## src/rtl/eeprom_page_prog_pkg.sv

```systemverilog
`timescale 1ns/1ps
package eeprom_page_prog_pkg;

    typedef enum logic [1:0] {
        PG_IDLE = 2'd0,
        PG_FILL = 2'd1,
        PG_PROG = 2'd2
    } pg_state_e;

endpackage

```

## src/rtl/eeprom_page_buf.sv

```systemverilog
`timescale 1ns/1ps
module eeprom_page_buf #(
    parameter int ADDR_W     = 9,
    parameter int DATA_W     = 8,
    parameter int PAGE_BYTES = 4,
    localparam int PTR_W     = $clog2(PAGE_BYTES),
    localparam int HI_W      = ADDR_W - PTR_W
) (
    input  logic                  clk,
    input  logic                  rst_n,
    input  logic                  load,
    input  logic [ADDR_W-1:0]     load_addr,
    input  logic                  push,
    input  logic [DATA_W-1:0]     push_data,
    input  logic [PTR_W-1:0]      rd_slot,
    output logic [HI_W-1:0]       base_o,
    output logic [PAGE_BYTES-1:0] mask_o,
    output logic [DATA_W-1:0]     rd_data_o
);

    typedef struct packed {
        logic [HI_W-1:0]                    base;
        logic [PTR_W-1:0]                   ptr;
        logic [PAGE_BYTES-1:0]              mask;
        logic [PAGE_BYTES-1:0][DATA_W-1:0]  data;
    } buf_t;

    buf_t buf_d, buf_q;

    // Next state: a load opens a fresh page, a push fills the current slot
    // and steps only the in-page pointer (it wraps at the page size).
    always_comb begin
        buf_d = buf_q;
        if (load) begin
            buf_d.base = load_addr[ADDR_W-1:PTR_W];
            buf_d.ptr  = load_addr[PTR_W-1:0];
            buf_d.mask = '0;
        end else if (push) begin
            buf_d.data[buf_q.ptr] = push_data;
            buf_d.mask[buf_q.ptr] = 1'b1;
            buf_d.ptr             = buf_q.ptr + PTR_W'(1);
        end
    end

    always_ff @(posedge clk or negedge rst_n) begin
        if (!rst_n) begin
            buf_q <= '0;
        end else begin
            buf_q <= buf_d;
        end
    end

    assign base_o    = buf_q.base;
    assign mask_o    = buf_q.mask;
    assign rd_data_o = buf_q.data[rd_slot];

    // A new page starts with no valid slots.
    assert_load_clears_mask_R4: assert property (@(posedge clk) disable iff (!rst_n)
        load |=> (mask_o == '0));

    // A pushed byte always leaves at least one valid slot behind.
    assert_push_marks_slot_R4: assert property (@(posedge clk) disable iff (!rst_n)
        (push && !load) |=> ($countones(mask_o) != 0));

    // The page base is frozen between loads.
    assert_base_fixed_R2: assert property (@(posedge clk) disable iff (!rst_n)
        !load |=> $stable(base_o));

endmodule

```

## src/rtl/eeprom_prog_timer.sv

```systemverilog
`timescale 1ns/1ps
module eeprom_prog_timer #(
    parameter int CYCLES = 1250000,
    localparam int CNT_W = $clog2(CYCLES + 1)
) (
    input  logic             clk,
    input  logic             rst_n,
    input  logic             run,
    output logic [CNT_W-1:0] cnt_o,
    output logic             last_o
);

    typedef struct packed {
        logic [CNT_W-1:0] cnt;
    } tmr_t;

    tmr_t tmr_d, tmr_q;
    logic at_end;

    assign at_end = (tmr_q.cnt == CNT_W'(CYCLES - 1));

    // Count busy clocks from zero; restart at zero whenever idle.
    always_comb begin
        tmr_d = tmr_q;
        if (!run || at_end) begin
            tmr_d.cnt = '0;
        end else begin
            tmr_d.cnt = tmr_q.cnt + CNT_W'(1);
        end
    end

    always_ff @(posedge clk or negedge rst_n) begin
        if (!rst_n) begin
            tmr_q <= '0;
        end else begin
            tmr_q <= tmr_d;
        end
    end

    assign cnt_o  = tmr_q.cnt;
    assign last_o = run && at_end;

    assert_cnt_in_range_R6: assert property (@(posedge clk) disable iff (!rst_n)
        cnt_o < CNT_W'(CYCLES));

    assert_restart_after_last_R6: assert property (@(posedge clk) disable iff (!rst_n)
        last_o |=> (cnt_o == '0));

endmodule

```

## src/rtl/eeprom_page_prog.sv

```systemverilog
`timescale 1ns/1ps
module eeprom_page_prog
    import eeprom_page_prog_pkg::*;
#(
    parameter int ADDR_W      = 9,
    parameter int DATA_W      = 8,
    parameter int PAGE_BYTES  = 4,
    parameter int PROG_CYCLES = 1250000
) (
    input  logic              clk,
    input  logic              rst_n,
    input  logic              start_vld,
    input  logic [ADDR_W-1:0] start_addr,
    input  logic              byte_vld,
    input  logic [DATA_W-1:0] byte_data,
    input  logic              cs_rise,
    input  logic              cs_rise_bnd,
    input  logic              wel,
    input  logic              wp_n,
    input  logic              prot_hit,
    output logic [ADDR_W-1:0] prot_addr,
    output logic              busy_o,
    output logic              arr_we_o,
    output logic [ADDR_W-1:0] arr_addr_o,
    output logic [DATA_W-1:0] arr_wdata_o,
    output logic              done_o
);

    localparam int PTR_W = $clog2(PAGE_BYTES);
    localparam int HI_W  = ADDR_W - PTR_W;
    localparam int CNT_W = $clog2(PROG_CYCLES + 1);

    typedef struct packed {
        pg_state_e state;
    } ctl_t;

    ctl_t ctl_d, ctl_q;

    logic                  buf_load;
    logic                  buf_push;
    logic [PTR_W-1:0]      cur_slot;
    logic [HI_W-1:0]       page_base;
    logic [PAGE_BYTES-1:0] slot_mask;
    logic [DATA_W-1:0]     slot_data;
    logic [CNT_W-1:0]      tmr_cnt;
    logic                  tmr_last;
    logic                  busy;
    logic                  arm;
    logic                  in_window;

    assign busy     = (ctl_q.state == PG_PROG);
    assign buf_load = start_vld && !busy && !cs_rise;
    assign buf_push = byte_vld && (ctl_q.state == PG_FILL) && !start_vld && !cs_rise;
    assign arm      = (ctl_q.state == PG_FILL) && cs_rise && cs_rise_bnd
                      && (slot_mask != '0) && wel && wp_n;

    eeprom_page_buf #(
        .ADDR_W     (ADDR_W),
        .DATA_W     (DATA_W),
        .PAGE_BYTES (PAGE_BYTES)
    ) page_i (
        .clk       (clk),
        .rst_n     (rst_n),
        .load      (buf_load),
        .load_addr (start_addr),
        .push      (buf_push),
        .push_data (byte_data),
        .rd_slot   (cur_slot),
        .base_o    (page_base),
        .mask_o    (slot_mask),
        .rd_data_o (slot_data)
    );

    eeprom_prog_timer #(
        .CYCLES (PROG_CYCLES)
    ) timer_i (
        .clk    (clk),
        .rst_n  (rst_n),
        .run    (busy),
        .cnt_o  (tmr_cnt),
        .last_o (tmr_last)
    );

    // Control: collect after a start, arm on a qualified CS rise,
    // release when the self-timed cycle has run its full length.
    always_comb begin
        ctl_d = ctl_q;
        unique case (ctl_q.state)
            PG_IDLE: begin
                if (start_vld && !cs_rise) ctl_d.state = PG_FILL;
            end
            PG_FILL: begin
                if (cs_rise) ctl_d.state = arm ? PG_PROG : PG_IDLE;
            end
            PG_PROG: begin
                if (tmr_last) ctl_d.state = PG_IDLE;
            end
            default: ctl_d.state = PG_IDLE;
        endcase
    end

    always_ff @(posedge clk or negedge rst_n) begin
        if (!rst_n) begin
            ctl_q <= '{state: PG_IDLE};
        end else begin
            ctl_q <= ctl_d;
        end
    end

    // Commit phase: busy clock s visits slot s.
    assign cur_slot  = tmr_cnt[PTR_W-1:0];
    assign in_window = (tmr_cnt < CNT_W'(PAGE_BYTES));
    assign prot_addr = {page_base, cur_slot};

    assign arr_we_o    = busy && in_window && slot_mask[cur_slot] && !prot_hit;
    assign arr_addr_o  = {page_base, cur_slot};
    assign arr_wdata_o = slot_data;
    assign busy_o      = busy;
    assign done_o      = tmr_last;

    assert_busy_needs_boundary_R5: assert property (@(posedge clk) disable iff (!rst_n)
        $rose(busy_o) |-> $past(cs_rise && cs_rise_bnd));

    assert_busy_needs_enable_R8: assert property (@(posedge clk) disable iff (!rst_n)
        $rose(busy_o) |-> $past(wel && wp_n));

    assert_busy_holds_R6: assert property (@(posedge clk) disable iff (!rst_n)
        (busy_o && !done_o) |=> busy_o);

    assert_done_ends_busy_R7: assert property (@(posedge clk) disable iff (!rst_n)
        done_o |=> !busy_o);

    assert_done_inside_busy_R7: assert property (@(posedge clk) disable iff (!rst_n)
        done_o |-> busy_o);

    assert_page_frozen_R10: assert property (@(posedge clk) disable iff (!rst_n)
        (busy_o && $past(busy_o)) |-> $stable(slot_mask));

endmodule

```

## config.mk

```make
export PLATFORM = sky130hd
export DESIGN_NAME = eeprom_page_prog
export DESIGN_NICKNAME = d
export VERILOG_FILES = /design/src/rtl/eeprom_page_prog_pkg.sv /design/src/rtl/eeprom_page_buf.sv /design/src/rtl/eeprom_prog_timer.sv /design/src/rtl/eeprom_page_prog.sv
export SDC_FILE = /design/constraint.sdc
export NUM_CORES = 1
export LEC_CHECK = 0
export BUFFER_PORTS_ARGS = -buffer_cell sky130_fd_sc_hd__buf_2
export CORE_AREA = 2 2 108 110
export CTS_BUF_LIST = sky130_fd_sc_hd__clkbuf_8
export DETAILED_ROUTE_END_ITERATION = 10
export DIE_AREA = 0 0 110 112
export PLACE_DENSITY = 0.53
export SETUP_SLACK_MARGIN = 0.4
export SYNTH_ARGS = -nofsm -noshare
export SYNTH_HDL_FRONTEND = slang
export SYNTH_SLANG_ARGS = --single-unit
```

## constraint.sdc

```tcl
create_clock -name clk -period 2.35 [get_ports clk]
set_input_delay 0.47 -clock clk [delete_from_list [all_inputs] [get_ports clk]]
set_output_delay 0.47 -clock clk [all_outputs]
set_load 0.05 [all_outputs]
```

[Word-level counts from Yosys, hierarchy flattened]
Cells that the tools add are included.
Operators by class
  $add $sub $neg: 2
  order comparisons: 4
  eq/ne operators: 6
  mux-type cells: 17
  bitwise operators: 2
  reductions and logical operators: 26
Operators by type and width (count)
  38-bit 2-to-1 mux: 1
  32-bit bitwise mux: 1
  21-bit by 1-bit adder with 21-bit output, second input constant: 1
  21-bit == test, second input constant: 1
  21-bit by 3-bit less-than comparator with 1-bit output, second input constant: 1
  21-bit 2-to-1 mux: 1
  8-bit binary-select mux with 2-bit select: 1
  8-bit demux with 2-bit select: 1
  1-bit logical AND: 16
  8-bit 2-to-1 mux: 2
  2-bit 2-to-1 mux: 4
  2-bit by 3-bit less-than comparator with 1-bit output, second input constant: 2
  6-bit 2-to-1 mux: 1
  2-bit != test, second input constant: 3
  2-bit one-hot mux with 3 select lines: 1
  1-bit logical NOT: 4
  4-bit OR: 1
  4-bit nonzero test: 1
  3-bit AND reduction: 1
  2-bit by 1-bit adder with 2-bit output, second input constant: 1
  1-bit binary-select mux with 2-bit select: 1
  1-bit demux with 2-bit select: 1
  2-bit by 1-bit == test with 1-bit output, second input constant: 1
  2-bit == test, second input constant: 1
  7 further kinds: 8
Storage, ports and cells
  register bits: 68
  output and inout bits: 29
  word-level logic and storage cells: 66

[Logic depth before layout (Yosys ltp)]
  depth in word-level cells: 9
  gate-level depth with buffers: 6

[Cells and area by module]
From an unflattened synthesis, not the netlist that was laid out.
Second synthesis, totals
  cells, all modules: 275
  area total of the unflattened synthesis: 3499.6 sq um
By module, submodules not included
  eeprom_page_buf: times used 1, cells an instance 132, area an instance 2113.3 sq um, sequential area each 1126.1 sq um
  eeprom_prog_timer: times used 1, cells an instance 113, area an instance 1116.1 sq um, sequential area each 525.5 sq um
  eeprom_page_prog: times used 1, cells an instance 30, area an instance 270.3 sq um, sequential area each 50.0 sq um

[Least setup slack after synthesis]
No wires, ideal clock.
  kind: reg2out
  start point: register ctl_q[1] (netlist name)
  end point: output arr_we_o
  arrival time: 2.226 ns
  data required time: 1.880 ns
  setup slack: -0.346 ns
  cell stages (with the launch flop): 4
  buffers on the path: 0
  path through: dfrtp_1 > nor2b_1 > nand4_1 > nor2_1
Between the ends
  cells in the longest elaborated chain, start to end: 4
Ends and longest elaborated chain
  start: declaration: RTL line eeprom_page_prog.sv:37  | ctl_t ctl_d, ctl_q;
  start signal: assignment: RTL line eeprom_page_prog.sv:104  | ctl_q <= '{state: PG_IDLE};
  start signal: assignment: RTL line eeprom_page_prog.sv:106  | ctl_q <= ctl_d;
  2-bit == test: RTL line eeprom_page_prog.sv:51  | assign busy = (ctl_q.state == PG_PROG);
  via busy_o: RTL line eeprom_page_prog.sv:22  | output logic busy_o,
  1-bit logical AND (3 in a row): RTL line eeprom_page_prog.sv:115  | assign arr_we_o = busy && in_window && slot_mask[cur_slot] && !prot_hit;
  end: declaration: RTL line eeprom_page_prog.sv:23  | output logic arr_we_o,
The timed path passes the listed nets, and every way through them passes these cells.

[Worst setup path in the final report]
  start point: register timer_i.tmr_q (netlist bit timer_i.cnt_o[0])
  end point: output arr_wdata_o[6]
Between the ends
  cells in the longest elaborated chain, start to end: 2
Ends and longest elaborated chain
  start: declaration: RTL line eeprom_prog_timer.sv:17  | tmr_t tmr_d, tmr_q;
  start signal: assignment: RTL line eeprom_prog_timer.sv:36  | tmr_q <= tmr_d;
  8-bit binary-select mux with 2-bit select: RTL line eeprom_page_buf.sv:55  | assign rd_data_o = buf_q.data[rd_slot];
  8-bit 2-to-1 mux (implied by the code): RTL line eeprom_page_buf.sv:55
  end: declaration: RTL line eeprom_page_prog.sv:25  | output logic [DATA_W-1:0] arr_wdata_o,
No other way between the ends. The select of a mux whose other input is x is not followed.

==> flow_summary.ini <==
[clocking]
clockRootBuffer = clkbuf_8
cts_num_sinks = 68
clk_latency_ps = 340
clockBufferDepth = 2
clk_pin_slew_ps = 80
cts_tree = yes
numCtsBuffers = 9
htreeDepth = 3

[layout]
fillerInstances = 1067
drive_above_1_share_pct = 47.7
area_growth_syn_to_layout_pct = 25.6
diodes = 0
fin_util_pct = 37.1
layout.nets = 353
mostFrequentLayoutCell = dfrtp_1
layout_common_cells = dfrtp_1, buf_2, mux2_2

[sta]
tns_ps = 0
setup_violations = 0
fmax_ghz = 0.454
period_share_pct = 93.7
finClkSkew_ps = 8.33
fin_crit_ps = 2200
tightest_slew_ps = 705
rsz0062_at_grt = yes
hold_viol = 0
slew_viol_final = 0
hold_ws_ps = 352
relSlewSlack_pct = 52.8

[synth]
ys_seq_area_share_pct = 51.5
synth_top_area_share_pct = 51.5
syn_nets = 298
yosysTopAreaCell = dfrtp_1
synth_warnings = 0
syn_avg_cell_area_sq_um = 12.4
postSynthCellCount = 267
yosys-top-cells-area = dfrtp_1, mux2_2, mux4_2
yosysUniqueCellTypes = 35
syn_area_sq_um = 3300
synth-seq-cells = 68

[worst_setup_path]
crit_path_end_kind = output pin
reg2reg_depth = 7
rr_endpoint = timer_i.cnt_o[17]
crit_fanout = 5
worst_ep_required_time_ps = 1880
reg2reg_slack_ps = 510
timing.rr.start = timer_i.cnt_o[0]
crit_arrival_ps = 1730
worst-setup-path-type = reg2out
cp-start-kind = flip-flop

[placed_design]
place_hpwl_mm = 4.79
place.port_buffers = 54
place.gp.congestion = 0.760

[routing]
post_drt_via_cell_ratio = 4.79
drc_errors = 0
wl_per_cell_um = 15.3
antenna_left = 0
wl_mm = 7.20
dr_total_vias = 2250
first_pass_iters = 4
drtIter0Drc = 96

[outcome]
status = finished clean

[floorplanning]
ios = 55
coreArea_sq_um = 11200
die_w_um = 110
start_util_pct = 29.6
std_cell_rows = 39
dieHeight_um = 112
fp.dieArea_sq_um = 12300

[pwr]
seqPwrFrac_pct = 41.6
power_mw = 3.42
p_int_mw = 2.37
ir_drop_mv = 0.464
sw_frac_of_total_pct = 30.8
p_per_area_nw_per_um2 = 825
leakagePower_nw = 1.82
combPwrFrac_pct = 23.5
p_clk_share_pct = 35.0
power.switching_mw = 1.05

[hold_path]
hold_class = in2reg
hold_depth = 3
hp-start = start_addr[0]
hold_end = page_i.buf_q[36]

[job]
maxCapViolCount = 0

[global_routing]
grt_pass1_vias = 2305
grt_pass1_wl_mm = 12.1
grt.total_usage_pct = 12.9
overflow = 0
grt_max_degree = 60
antenna_found_initial = 0
==> per-stage QoR <==
stage | worst slack, ps | area, sq um | std cells
6_report | 147 | 4150 | 470
5_1_grt | 80.9 | 4150 | 470
4_1_cts | 113 | 4080 | 467
3_5_place_dp | 273 | 3670 | 446
3_3_place_gp | 295 | 3670 | 446
2_1_floorplan | 425 | 3330 | 267
==> cells in the mapped netlist <==
cell and n:
mux4_2 9, o41ai_1 1, clkbuf_1 2, o21ai_0 10, or3_1 7, nand3_1 7, nand4_1 8, or3_4 1
or4_1 1, a21oi_1 7, ha_1 5, and2_1 1, o31ai_1 4, or4_4 1, nor4_4 1, a22oi_1 2
xnor2_1 5, o21ai_2 1, nor4_1 6, a21oi_2 1, nand2_1 8, buf_2 4, nor2_1 20, mux2_1 1
mux2_2 38, nor3_1 1, nand2_2 4, dfrtp_1 68, nor2b_1 1, and4_1 4, inv_1 10, nand4_2 2
xor2_1 6, nor3b_2 1, buf_4 19
==> critical path, cell delays in order (launching register included) <==
cell     delay [ps]
dfrtp_2         420
buf_6           130
buf_8           120
mux4_2          540
buf_8           180
==> power by group through the flow <==
stage	sequential, mW	clock, mW	combinational (mW)
3_5_place_dp	1.44	0	0.731
5_1_grt	1.45	1.28	0.853
2_1_floorplan	1.41	0	0.619
3_3_place_gp	1.43	0	0.721
4_1_cts	1.42	1.23	0.813
6_report	1.42	1.20	0.804
==> logic make-up after synthesis <==
family	share of synthesized area, %
xor+xnor	2.92
flops	51.5
simple gates	13.3
fa+ha+maj	1.89
mux	19.4
compound gates	4.73
buf+inv	6.29
==> area by class of cell <==
class | count | area, sq um | area share (%)
flip-flops and latches | 68 | 1710 | 41.2
multi-input cells | 164 | 1480 | 35.6
repair buffers | 69 | 503 | 12.1
clock inverters | 7 | 123 | 2.96
inverters | 10 | 37.5 | 0.905
clock buffers | 9 | 124 | 2.99
well taps | 143 | 179 | 4.31
==> worst max path at each step <==
| stage | startpoint | endpoint | slack [ps] | cells past startpoint |
|---|---|---|---|---|
| global placement | timer_i.cnt_o[0] | done_o | 300 | 5 |
| CTS | timer_i.cnt_o[0] | arr_we_o | 110 | 5 |
| floorplan | timer_i.cnt_o[0] | done_o | 420 | 4 |
| global route | timer_i.cnt_o[0] | arr_we_o | 80 | 5 |
| finish | timer_i.cnt_o[0] | arr_wdata_o[6] | 150 | 4 |
| detailed placement | timer_i.cnt_o[0] | done_o | 270 | 5 |
==> routing by layer <==
metal	part of all wire [%]	global-route usage, %	up-vias
li1	-	-	1055
met2	49	20.0	50
met1	45	17.5	1141
met3	4.7	4.33	4
met5	0	0	-
met4	0.63	2.78	0
==> what timing repair did <==
action / 4_1_cts / 5_1_grt
hold endpoints to repair: 9 / 0
endpoints found under the setup margin: 10 / 16
setup buffers: 4 / 3
hold buffers: 1 / 0
pin swaps: 2 / 2
gates resized for setup: 33 / 12
No activity file was read; power rests on OpenSTA's default activity.
